### src/rtl/pbr_pkg.sv
// Package: shared constants for the pushbutton reset generator.
// Assumes: the two-stage synchronizer depth is fixed project-wide.
package pbr_pkg;
    localparam int unsigned SYNC_STAGES = 2;

    // Counter width able to hold values 0..n.
    function automatic int unsigned cnt_width(input int unsigned n);
        return (n < 2) ? 1 : $clog2(n + 1);
    endfunction
endpackage

### src/rtl/pbr_sync.sv
// Module: multi-bit synchronizer, one independent flop chain per bit.
// Assumes: each bit is an unrelated level; RST_VAL gives the safe value
// per bit that is loaded during synchronous reset.
module pbr_sync #(
    parameter int unsigned WIDTH   = 2,
    parameter logic [WIDTH-1:0] RST_VAL = '0
) (
    input  logic             clk,
    input  logic             rst_n,
    input  logic [WIDTH-1:0] d,
    output logic [WIDTH-1:0] q
);
    import pbr_pkg::*;

    for (genvar b = 0; b < WIDTH; b++) begin : g_bit
        logic [SYNC_STAGES-1:0] chain;

        // Shift the asynchronous level through the flop chain.
        always_ff @(posedge clk) begin
            if (!rst_n) begin
                chain <= {SYNC_STAGES{RST_VAL[b]}};
            end else begin
                chain <= {chain[SYNC_STAGES-2:0], d[b]};
            end
        end

        assign q[b] = chain[SYNC_STAGES-1];
    end
endmodule

### src/rtl/pbr_debounce.sv
// Module: accepts a low level on a synchronized pushbutton only after it has
// been low for DEB_TICKS tick enables without a break.
// Assumes: btn_n_s is already synchronous; tick is a one-cycle enable.
module pbr_debounce #(
    parameter int unsigned DEB_TICKS = 20
) (
    input  logic clk,
    input  logic rst_n,
    input  logic tick,
    input  logic btn_n_s,
    output logic pressed
);
    import pbr_pkg::*;
    localparam int unsigned CW = cnt_width(DEB_TICKS);
    localparam logic [CW-1:0] LAST = CW'(DEB_TICKS - 1);

    logic [CW-1:0] low_cnt;

    // Count ticks of continuous low; any high level clears the count.
    always_ff @(posedge clk) begin
        if (!rst_n) begin
            low_cnt <= '0;
            pressed <= 1'b0;
        end else if (btn_n_s) begin
            low_cnt <= '0;
            pressed <= 1'b0;
        end else if (tick && !pressed) begin
            if (low_cnt == LAST) begin
                pressed <= 1'b1;
            end else begin
                low_cnt <= low_cnt + 1'b1;
            end
        end
    end

    // acceptance needs the button low on the edge it is accepted
    p_accept_needs_low_r2: assert property (@(posedge clk) disable iff (!rst_n)
        $rose(pressed) |-> ($past(btn_n_s) == 1'b0 && $past(tick)));

    // a released button drops the accepted press on the next edge
    p_release_clears_r4: assert property (@(posedge clk) disable iff (!rst_n)
        btn_n_s |=> !pressed);

    // the count never moves without a tick while the button stays low
    p_tick_gated_r10: assert property (@(posedge clk) disable iff (!rst_n)
        (!tick && !btn_n_s) |=> $stable(low_cnt));
endmodule

### src/rtl/pbr_stretch.sv
// Module: holds reset while any cause is present and for STRETCH_TICKS ticks
// after the last cause releases; a returning cause restarts the count.
// Assumes: cause is synchronous; tick is a one-cycle enable.
module pbr_stretch #(
    parameter int unsigned STRETCH_TICKS = 250
) (
    input  logic clk,
    input  logic rst_n,
    input  logic tick,
    input  logic cause,
    output logic act_hi,
    output logic act_lo_n
);
    import pbr_pkg::*;
    localparam int unsigned CW = cnt_width(STRETCH_TICKS);
    localparam logic [CW-1:0] LAST = CW'(STRETCH_TICKS - 1);

    logic [CW-1:0] hold_cnt;
    logic          act_nxt;
    logic [CW-1:0] cnt_nxt;

    // Next-state for the stretch: reload on cause, count down the window.
    always_comb begin
        act_nxt = act_hi;
        cnt_nxt = hold_cnt;
        if (cause) begin
            act_nxt = 1'b1;
            cnt_nxt = '0;
        end else if (act_hi && tick) begin
            if (hold_cnt == LAST) begin
                act_nxt = 1'b0;
                cnt_nxt = '0;
            end else begin
                cnt_nxt = hold_cnt + 1'b1;
            end
        end
    end

    // Register both polarities in separate flops so neither is a gate late.
    always_ff @(posedge clk) begin
        if (!rst_n) begin
            hold_cnt <= '0;
            act_hi   <= 1'b1;
            act_lo_n <= 1'b0;
        end else begin
            hold_cnt <= cnt_nxt;
            act_hi   <= act_nxt;
            act_lo_n <= !act_nxt;
        end
    end

    // any cause forces reset on the following edge
    p_cause_asserts_r6: assert property (@(posedge clk) disable iff (!rst_n)
        cause |=> (act_hi && !act_lo_n));

    // the two polarity flops never disagree
    p_polarity_r7: assert property (@(posedge clk) disable iff (!rst_n)
        act_hi != act_lo_n);

    // a cause restarts the stretch window from zero
    p_reload_r8: assert property (@(posedge clk) disable iff (!rst_n)
        cause |=> (hold_cnt == '0));

    // release only on a tick, with no cause, at the end of the window
    p_release_end_r5: assert property (@(posedge clk) disable iff (!rst_n)
        $fell(act_hi) |-> ($past(tick) && !$past(cause) && $past(hold_cnt) == LAST));

    // the counter stays inside its window
    p_cnt_bound_r5: assert property (@(posedge clk) disable iff (!rst_n)
        hold_cnt <= LAST);
endmodule

### src/rtl/pbrst_gen.sv
// Module: top of the pushbutton and supply-fault reset generator.
// Assumes: pb_n and pwr_ok are asynchronous levels; tick_ms pulses for one
// clock once per millisecond; rst_n is synchronous to clk.
module pbrst_gen #(
    parameter int unsigned DEB_TICKS     = 20,
    parameter int unsigned STRETCH_TICKS = 250
) (
    input  logic clk,
    input  logic rst_n,
    input  logic tick_ms,
    input  logic pb_n,
    input  logic pwr_ok,
    output logic rst_hi,
    output logic rst_lo_n,
    output logic rst_active
);
    logic [1:0] raw_in;
    logic [1:0] sync_in;
    logic       pb_n_s;
    logic       pwr_ok_s;
    logic       pressed;
    logic       cause;

    // Bit 1 is the button (safe released = 1), bit 0 the supply (safe bad = 0).
    assign raw_in = {pb_n, pwr_ok};

    pbr_sync #(
        .WIDTH   (2),
        .RST_VAL (2'b10)
    ) u_sync (
        .clk   (clk),
        .rst_n (rst_n),
        .d     (raw_in),
        .q     (sync_in)
    );

    assign pb_n_s   = sync_in[1];
    assign pwr_ok_s = sync_in[0];

    pbr_debounce #(
        .DEB_TICKS (DEB_TICKS)
    ) u_deb (
        .clk     (clk),
        .rst_n   (rst_n),
        .tick    (tick_ms),
        .btn_n_s (pb_n_s),
        .pressed (pressed)
    );

    // Either an accepted press or a supply fault is a reset cause.
    assign cause = pressed || !pwr_ok_s;

    pbr_stretch #(
        .STRETCH_TICKS (STRETCH_TICKS)
    ) u_str (
        .clk      (clk),
        .rst_n    (rst_n),
        .tick     (tick_ms),
        .cause    (cause),
        .act_hi   (rst_hi),
        .act_lo_n (rst_lo_n)
    );

    assign rst_active = rst_hi;

    // reset is asserted on the edge after a system reset cycle
    p_sysrst_r1: assert property (@(posedge clk)
        !rst_n |=> (rst_hi && !rst_lo_n));

    // a synchronized supply fault keeps reset asserted
    p_supply_holds_r6: assert property (@(posedge clk) disable iff (!rst_n)
        (!pwr_ok_s && $past(!pwr_ok_s)) |-> rst_hi);
endmodule

### config.mk
export PLATFORM = sky130hd
export DESIGN_NAME = pbrst_gen
export DESIGN_NICKNAME = d
export VERILOG_FILES = /design/src/rtl/pbr_pkg.sv /design/src/rtl/pbr_sync.sv /design/src/rtl/pbr_debounce.sv /design/src/rtl/pbr_stretch.sv /design/src/rtl/pbrst_gen.sv
export SDC_FILE = /design/constraint.sdc
export NUM_CORES = 1
export LEC_CHECK = 0
export ABC_AREA = 1
export BUFFER_PORTS_ARGS = -buffer_cell sky130_fd_sc_hd__buf_2
export CORE_MARGIN = 8
export CORE_UTILIZATION = 40
export DETAILED_ROUTE_END_ITERATION = 10
export GPL_ROUTABILITY_DRIVEN = 0
export PLACE_DENSITY_LB_ADDON = 0.05
export SLEW_MARGIN = 40
export SYNTH_ARGS = -nofsm -noshare
export SYNTH_HDL_FRONTEND = slang
export SYNTH_HIERARCHICAL = 1
export SYNTH_SLANG_ARGS = --single-unit
### constraint.sdc
create_clock -name clk -period 2.2 [get_ports clk]
set_input_delay 0.44 -clock clk [delete_from_list [all_inputs] [get_ports clk]]
set_output_delay 0.44 -clock clk [all_outputs]
set_load 0.01 [all_outputs]
==> results of run 1 <==
-- registers in the layout, summed over array words and instances (netlist names) --
| name | flops |
|---|---|
| u_sync/g_bit.chain | 4 |
| u_deb/low_cnt | 5 |
| u_str/act_hi | 1 |
| u_deb/pressed | 1 |
| u_str/act_lo_n | 1 |
| u_str/hold_cnt | 8 |
-- worst max path at each step --
stage                         to  slack (ns)  cells after the start
6_report                  rst_hi        0.89                      1
5_1_grt                   rst_hi        0.85                      1
4_1_cts                   rst_hi        0.87                      1
2_1_floorplan  u_str/hold_cnt[4]        1.15                      6
3_5_place_dp   u_str/hold_cnt[4]        0.94                      5
3_3_place_gp   u_str/hold_cnt[2]        0.97                      5
-- layer usage --
metal  vias to the layer above  share of wire [%]
met5                         -                  0
met4                         0                1.1
met3                         2                2.5
met2                         9                 43
met1                       327                 54
li1                        413                  -
-- cells in the final DEF (no fill, tap or decap), types with 2 or more instances in the layout --
| cell | n |
|---|---|
| nor2_2 | 4 |
| o21ai_1 | 2 |
| nor2_1 | 16 |
| a21oi_1 | 5 |
| nand2_2 | 7 |
| nor2_4 | 2 |
| ha_1 | 3 |
| nand2_1 | 19 |
| inv_1 | 20 |
| nand3_1 | 12 |
| dfxtp_1 | 20 |
| buf_2 | 7 |
| nand4_1 | 2 |
| o21ai_0 | 2 |
| inv_2 | 5 |
| xor2_1 | 3 |
| clkbuf_4 | 3 |
-- kinds of logic (layout without fill, tap and decap cells) --
group / count (synthesis) / in the layout / synth area share (%)
adders and majority gates: 3 / 3 / 3.85
buffers and inverters: 28 / 36 / 11.9
DFF: 20 / 20 / 41.0
and+or+nand+nor: 65 / 65 / 33.8
AOI/OAI and AO/OA: 10 / 10 / 5.77
xor gates and xnor gates: 4 / 4 / 3.59
-- worst reg2reg max path, cell delays in order, from the launching register on --
cell     delay [ns]
dfxtp_1        0.44
ha_1           0.19
inv_1          0.05
nor2_2         0.12
nand3_2        0.12
nand2_2        0.14
nor2_1         0.06
-- per-stage QoR --
step	power (mW)	worst slack, ns	hold WS (ns)	utilization (%)	cells
after floorplan	0.399	1.15	0.380	-	130
after global placement	0.405	0.968	0.385	43.0	164
after detailed placement	0.405	0.941	0.394	43.0	164
after CTS	0.623	0.872	0.290	44.5	168
after global routing	0.638	0.853	0.312	44.5	168
final	0.612	0.888	0.301	44.5	168
-- final cells by class --
| type | count | area (um2) |
|---|---|---|
| sequential | 20 | 400 |
| fill | 271 | 1330 |
| clock buffer | 4 | 36.3 |
| timing repair buffer | 7 | 35.0 |
| tap | 30 | 37.5 |
| inverter | 25 | 93.8 |
| multi-input combinational | 82 | 459 |
-- power by group through the flow --
| stage | registers, mW | clock network (mW) | logic, mW |
|---|---|---|---|
| finish | 0.369 | 0.216 | 0.0275 |
| global route | 0.370 | 0.237 | 0.0322 |
| CTS | 0.369 | 0.226 | 0.0278 |
| detailed placement | 0.377 | 0 | 0.0277 |
| global placement | 0.377 | 0 | 0.0275 |
| floorplan | 0.376 | 0 | 0.0224 |
==> results.tsv, run 1 <==
stage	metric	value	unit
status	status	finished clean	
global_routing	grt.total_usage	8.83	%
cells_and_area	synthToLayoutAreaGrowth	8.85	%
floorplanning	die_y	65.4	um
floorplanning	ios	8	
setup_path	critPathLaunch	u_str/act_hi	
floorplanning	start_util	40.9	%
drt	drc_errors	0	
logic_synthesis	yosysUniqueCellTypes	21	
timing	relSlewSlack	75.7	%
logic_synthesis	synth_ff_type	dfxtp_1	
clock_tree	tritoncts	yes	
timing	setup_tns	0	ns
drt	dr_total_vias	751	
timing	fmax	762	MHz
power_and_ir_drop	comb_power_share	4.5	%
timing	worst_pin_slew	0.364	ns
power_and_ir_drop	sw_frac_of_total	22.1	%
global_routing	grt_util_met2	12.8	%
setup_path	reg2regPathDepth	6	
global_routing	top_usage_layer	met2	
timing	rsz0062_at_grt	no	
min_path	worstHoldStart	pb_n	
clock_tree	cts_root_buf	clkbuf_4	
min_path	hp-class	in2reg	
drt	drtAntennaViolNets	0	
floorplanning	num_rows	18	
floorplanning	dieArea	4280	um2
power_and_ir_drop	p_int	0.477	mW
cells_and_area	layout-drive-gt1-share	23.2	%
power_and_ir_drop	cellLeakagePower	0.447	nW
setup_path	crit_type	reg2out	
cells_and_area	final_nets	147	
clock_tree	ctsResizeCount	0	
placement	postPlaceCellArea	1030	um2
clock_tree	clk_latency	0.30	ns
drt	wirelength	1620	um
setup_path	crit_path_start_kind	flip-flop	
setup_path	critPathTopFamily	flip-flops	
timing	post-route-min-period	1.31	ns
cells_and_area	fin_area	1060	um2
power_and_ir_drop	ir_drop	0.306	mV
drt	first_iter_violations	22	
logic_synthesis	yosysSeqAreaShare	41.0	%
clock_tree	cts_made_buffers	3	
clock_tree	cts_max_path_buffers	2	
logic_synthesis	synth_top_area_share	41.0	%
logic_synthesis	yosys_warnings	6	
drt	firstDrtPassIters	4	
clock_tree	h-tree-depth	1	
placement	io_buffers	7	
timing	setup_viol	0	
power_and_ir_drop	power_density	576	nW/um2
logic_synthesis	synth_area_leaders	dfxtp_1 41%, inv_1 7.7%, nand2_1 7.3%	
clock_tree	cts_num_sinks	20	
global_routing	antenna_found_initial	0	
timing	period_share	59.6	%
clock_tree	holdBufCountCts	0	
timing	hold_viol_final	0	
logic_synthesis	ys_seq_elements	20	
clock_tree	path_clk_slew	0.12	ns
drt	via_per_inst	4.47	
setup_path	r2r_slack	0.99	ns
floorplanning	fp.coreArea	2390	um2
setup_path	path_max_fanout	4	
setup_path	crit_chain	buf_2	
global_routing	grt_pass1_vias	729	
logic_synthesis	synth_area	976	um2
global_routing	gr-usage-met1	11.3	%
drt	wl_per_cell	9.64	um
min_path	hold_end	u_sync/g_bit[1].chain[0]	
run	cap_viol_max_count	0	
global_routing	grt_overflow	0	
logic_synthesis	syn-num-nets	138	
cells_and_area	antenna_cells	0	
global_routing	grt_pass1_wl	3020	um
logic_synthesis	postSynthAreaPerCell	7.51	um2
floorplanning	die_w	65.4	um
setup_path	cp_slowest_cell	dfxtp_1	
power_and_ir_drop	clkPwrFrac	35.2	%
logic_synthesis	synth_edf_count	0	
clock_tree	post_cts_buffers	0	
placement	dp_hpwl	1260	um
min_path	hold_depth	3	
timing	fin_skew	0.00392	ns
logic_synthesis	yosysTopAreaCell	dfxtp_1	
power_and_ir_drop	p_seq_share	60.3	%
setup_path	timing.rr.end	u_str/hold_cnt[4]	
timing	slew_violations	0	
setup_path	r2r_start	u_str/hold_cnt[0]	
global_routing	grt_start_max_net_pins	12	
setup_path	cp.arrival	0.87	ns
logic_synthesis	syn_inst	130	
setup_path	end_kind	primary output	
setup_path	critPathRequiredTime	1.76	ns
setup_path	path_buf_inv	1	
logic_synthesis	synth_common_cells	20 x dfxtp_1, 20 x inv_1, 19 x nand2_1, 16 x nor2_1, 12 x nand3_1	
power_and_ir_drop	switching_power	0.135	mW
global_routing	grt_util_met3	2.55	%
setup_path	cpPeakStageDelay	0.41	ns
logic_synthesis	async_flop_share	0	%
Note: power is estimated with default switching activity, not from simulation.
==> run 2, diff against run 1 <==
==> constraint.sdc (replaced) <==
create_clock -name clk -period 1.3 [get_ports clk]
set_input_delay 0.26 -clock clk [delete_from_list [all_inputs] [get_ports clk]]
set_output_delay 0.26 -clock clk [all_outputs]
set_load 0.01 [all_outputs]
==> run 2 against run 1 <==
  * Design area is 0.71% higher
  * Sequential share of layout area is 0.26 points lower
  * Die area stayed put
  * Largest cell class unchanged
  * Via count fell by 2.3%
  * Largest power group unchanged
  * Critical endpoint is now u_str/hold_cnt[1]
==> results.tsv, run 2 (synthesis gave the netlist of run 1 again) <==
stage	metric	value	unit	change
min_path	hp-class	in2reg		
setup_path	crit_chain	ha_1 -> inv_1 -> nor2_2 -> nand3_2 -> nand2_2 -> nor2_1		
setup_path	critPathRequiredTime	1.50	ns	-0.26 ns
setup_path	cp_slowest_cell	dfxtp_1		
power_and_ir_drop	cellLeakagePower	0.452	nW	+1.2%
drt	dr_total_vias	734		-2.3%
setup_path	crit_type	reg2reg		
global_routing	top_usage_layer	met2		
global_routing	grt_pass1_wl	2870	um	-4.8%
global_routing	grt_util_met2	12.1	%	-0.74 points
clock_tree	tritoncts	yes		
setup_path	crit_path_start_kind	flip-flop		
clock_tree	cts_max_path_buffers	2		unchanged
clock_tree	cts_made_buffers	3		unchanged
timing	fmax	855	MHz	
drt	wl_per_cell	9.42	um	-2.3%
timing	fin_skew	0.000852	ns	-0.00307 ns
timing	slew_violations	0		unchanged
drt	drc_errors	0		unchanged
power_and_ir_drop	ir_drop	0.554	mV	+81%
drt	drtAntennaViolNets	0		unchanged
timing	post-route-min-period	1.17	ns	
cells_and_area	multi_input_area	459	um2	unchanged
global_routing	grt_overflow	0		unchanged
placement	dp_hpwl	1230	um	-2.4%
floorplanning	die_y	65.4	um	unchanged
setup_path	path_max_fanout	5		+1
clock_tree	path_clk_slew	0.11	ns	about the same
global_routing	grt_start_max_net_pins	12		unchanged
setup_path	cp.arrival	1.37	ns	+0.50 ns
drt	first_iter_violations	27		+23%
cells_and_area	fin_area	1070	um2	+0.71%
timing	setup_viol	0		unchanged
cells_and_area	biggestRegsByFlops	u_str/hold_cnt x8, u_deb/low_cnt x5, u_sync/g_bit.chain x4		
cells_and_area	final_util	44.8	%	+0.31 points
timing	relSlewSlack	85.2	%	+9.5 points
drt	via_per_inst	4.34		-2.8%
timing	hold_viol_final	0		unchanged
cells_and_area	layout_common_cells	20 x inv_1, 20 x dfxtp_1, 19 x nand2_1, 16 x nor2_1, 12 x nand3_1		
clock_tree	post_cts_buffers	0		unchanged
floorplanning	fp.coreArea	2390	um2	unchanged
status	status	finished clean		
timing	worst_pin_slew	0.222	ns	-0.142 ns
global_routing	grt_pass1_vias	695		-4.7%
floorplanning	start_util	40.9	%	unchanged
floorplanning	die_w	65.4	um	unchanged
floorplanning	ios	8		unchanged
cells_and_area	synthToLayoutAreaGrowth	9.62	%	
cells_and_area	largest_register_ffs	8		unchanged
global_routing	gr-usage-met1	10.9	%	-0.48 points
drt	wirelength	1590	um	-1.7%
placement	postPlaceCellArea	1030	um2	+0.73%
clock_tree	clk_latency	0.29	ns	about the same
floorplanning	dieArea	4280	um2	unchanged
clock_tree	cts_num_sinks	20		unchanged
drt	firstDrtPassIters	4		unchanged
setup_path	r2r_slack	0.13	ns	-0.86 ns
clock_tree	holdBufCountCts	0		unchanged
timing	setup_tns	0	ns	unchanged
floorplanning	num_rows	18		unchanged
timing	rsz0062_at_grt	no		
run	cap_viol_max_count	0		unchanged
setup_path	cpPeakStageDelay	0.43	ns	+0.02 ns
global_routing	grt.total_usage	8.42	%	-0.41 points
clock_tree	cts_root_buf	clkbuf_4		
timing	period_share	90.0	%	
clock_tree	h-tree-depth	1		unchanged
cells_and_area	n_fill_cell	266		-1.8%
global_routing	antenna_found_initial	0		unchanged
cells_and_area	layout-drive-gt1-share	23.7	%	+0.55 points
cells_and_area	final_nets	148		+0.68%
cells_and_area	seqCellArea	400	um2	unchanged
power_and_ir_drop	power_density	965	nW/um2	+67%
clock_tree	ctsResizeCount	0		unchanged
cells_and_area	top_register	u_str/hold_cnt		
placement	io_buffers	7		unchanged
global_routing	grt_util_met3	2.55	%	unchanged
cells_and_area	antenna_cells	0		unchanged
setup_path	end_kind	flip-flop		
[run 2: per-layer routing]
metal  vias up  wire, um
met5         -         0
met4         0        21
met3         2        40
met2         9       645
met1       309       885
li1        414         -
[run 2: worst paths after layout]
| kind | startpoint | endpoint | cells after the start |
|---|---|---|---|
| min | pb_n | u_sync/g_bit[1].chain[0] | 3 |
| max reg2reg | u_str/hold_cnt[0] | u_str/hold_cnt[1] | 6 |
| max | u_str/hold_cnt[0] | u_str/hold_cnt[1] | 6 |
| min reg2reg | u_sync/g_bit[0].chain[0] | u_sync/g_bit[0].chain[1] | 2 |
[run 2: final cells by class]
| class | instances | share of cell area [%] |
|---|---|---|
| well taps | 30 | 3.51 |
| clock buffers | 4 | 3.39 |
| inverters | 25 | 8.77 |
| repair buffers | 8 | 3.98 |
| multi-input cells | 82 | 42.9 |
| flip-flops and latches | 20 | 37.4 |
[run 2: through the flow]
step / hold WS [ns] / setup WS [ns] / std cells / power (mW)
2_1_floorplan: 0.329 / 0.246 / 130 / 0.674
3_3_place_gp: 0.385 / 0.168 / 165 / 0.687
3_5_place_dp: 0.388 / 0.151 / 165 / 0.687
4_1_cts: 0.114 / 0.113 / 169 / 1.05
5_1_grt: 0.116 / 0.000944 / 169 / 1.08
6_report: 0.126 / 0.131 / 169 / 1.03
[run 2: where the power goes]
group	switching [mW]	internal [mW]
sequential	0.00459	0.620
clock	0.189	0.171
combinational	0.0305	0.0179
[run 2: critical path, delay by kind of cell (launching register included)]
kind                       cells  cell delay [ns]
buffers and inverters          1             0.05
and+or+nand+nor                4             0.42
adders and majority gates      1             0.18
DFF                            1             0.43
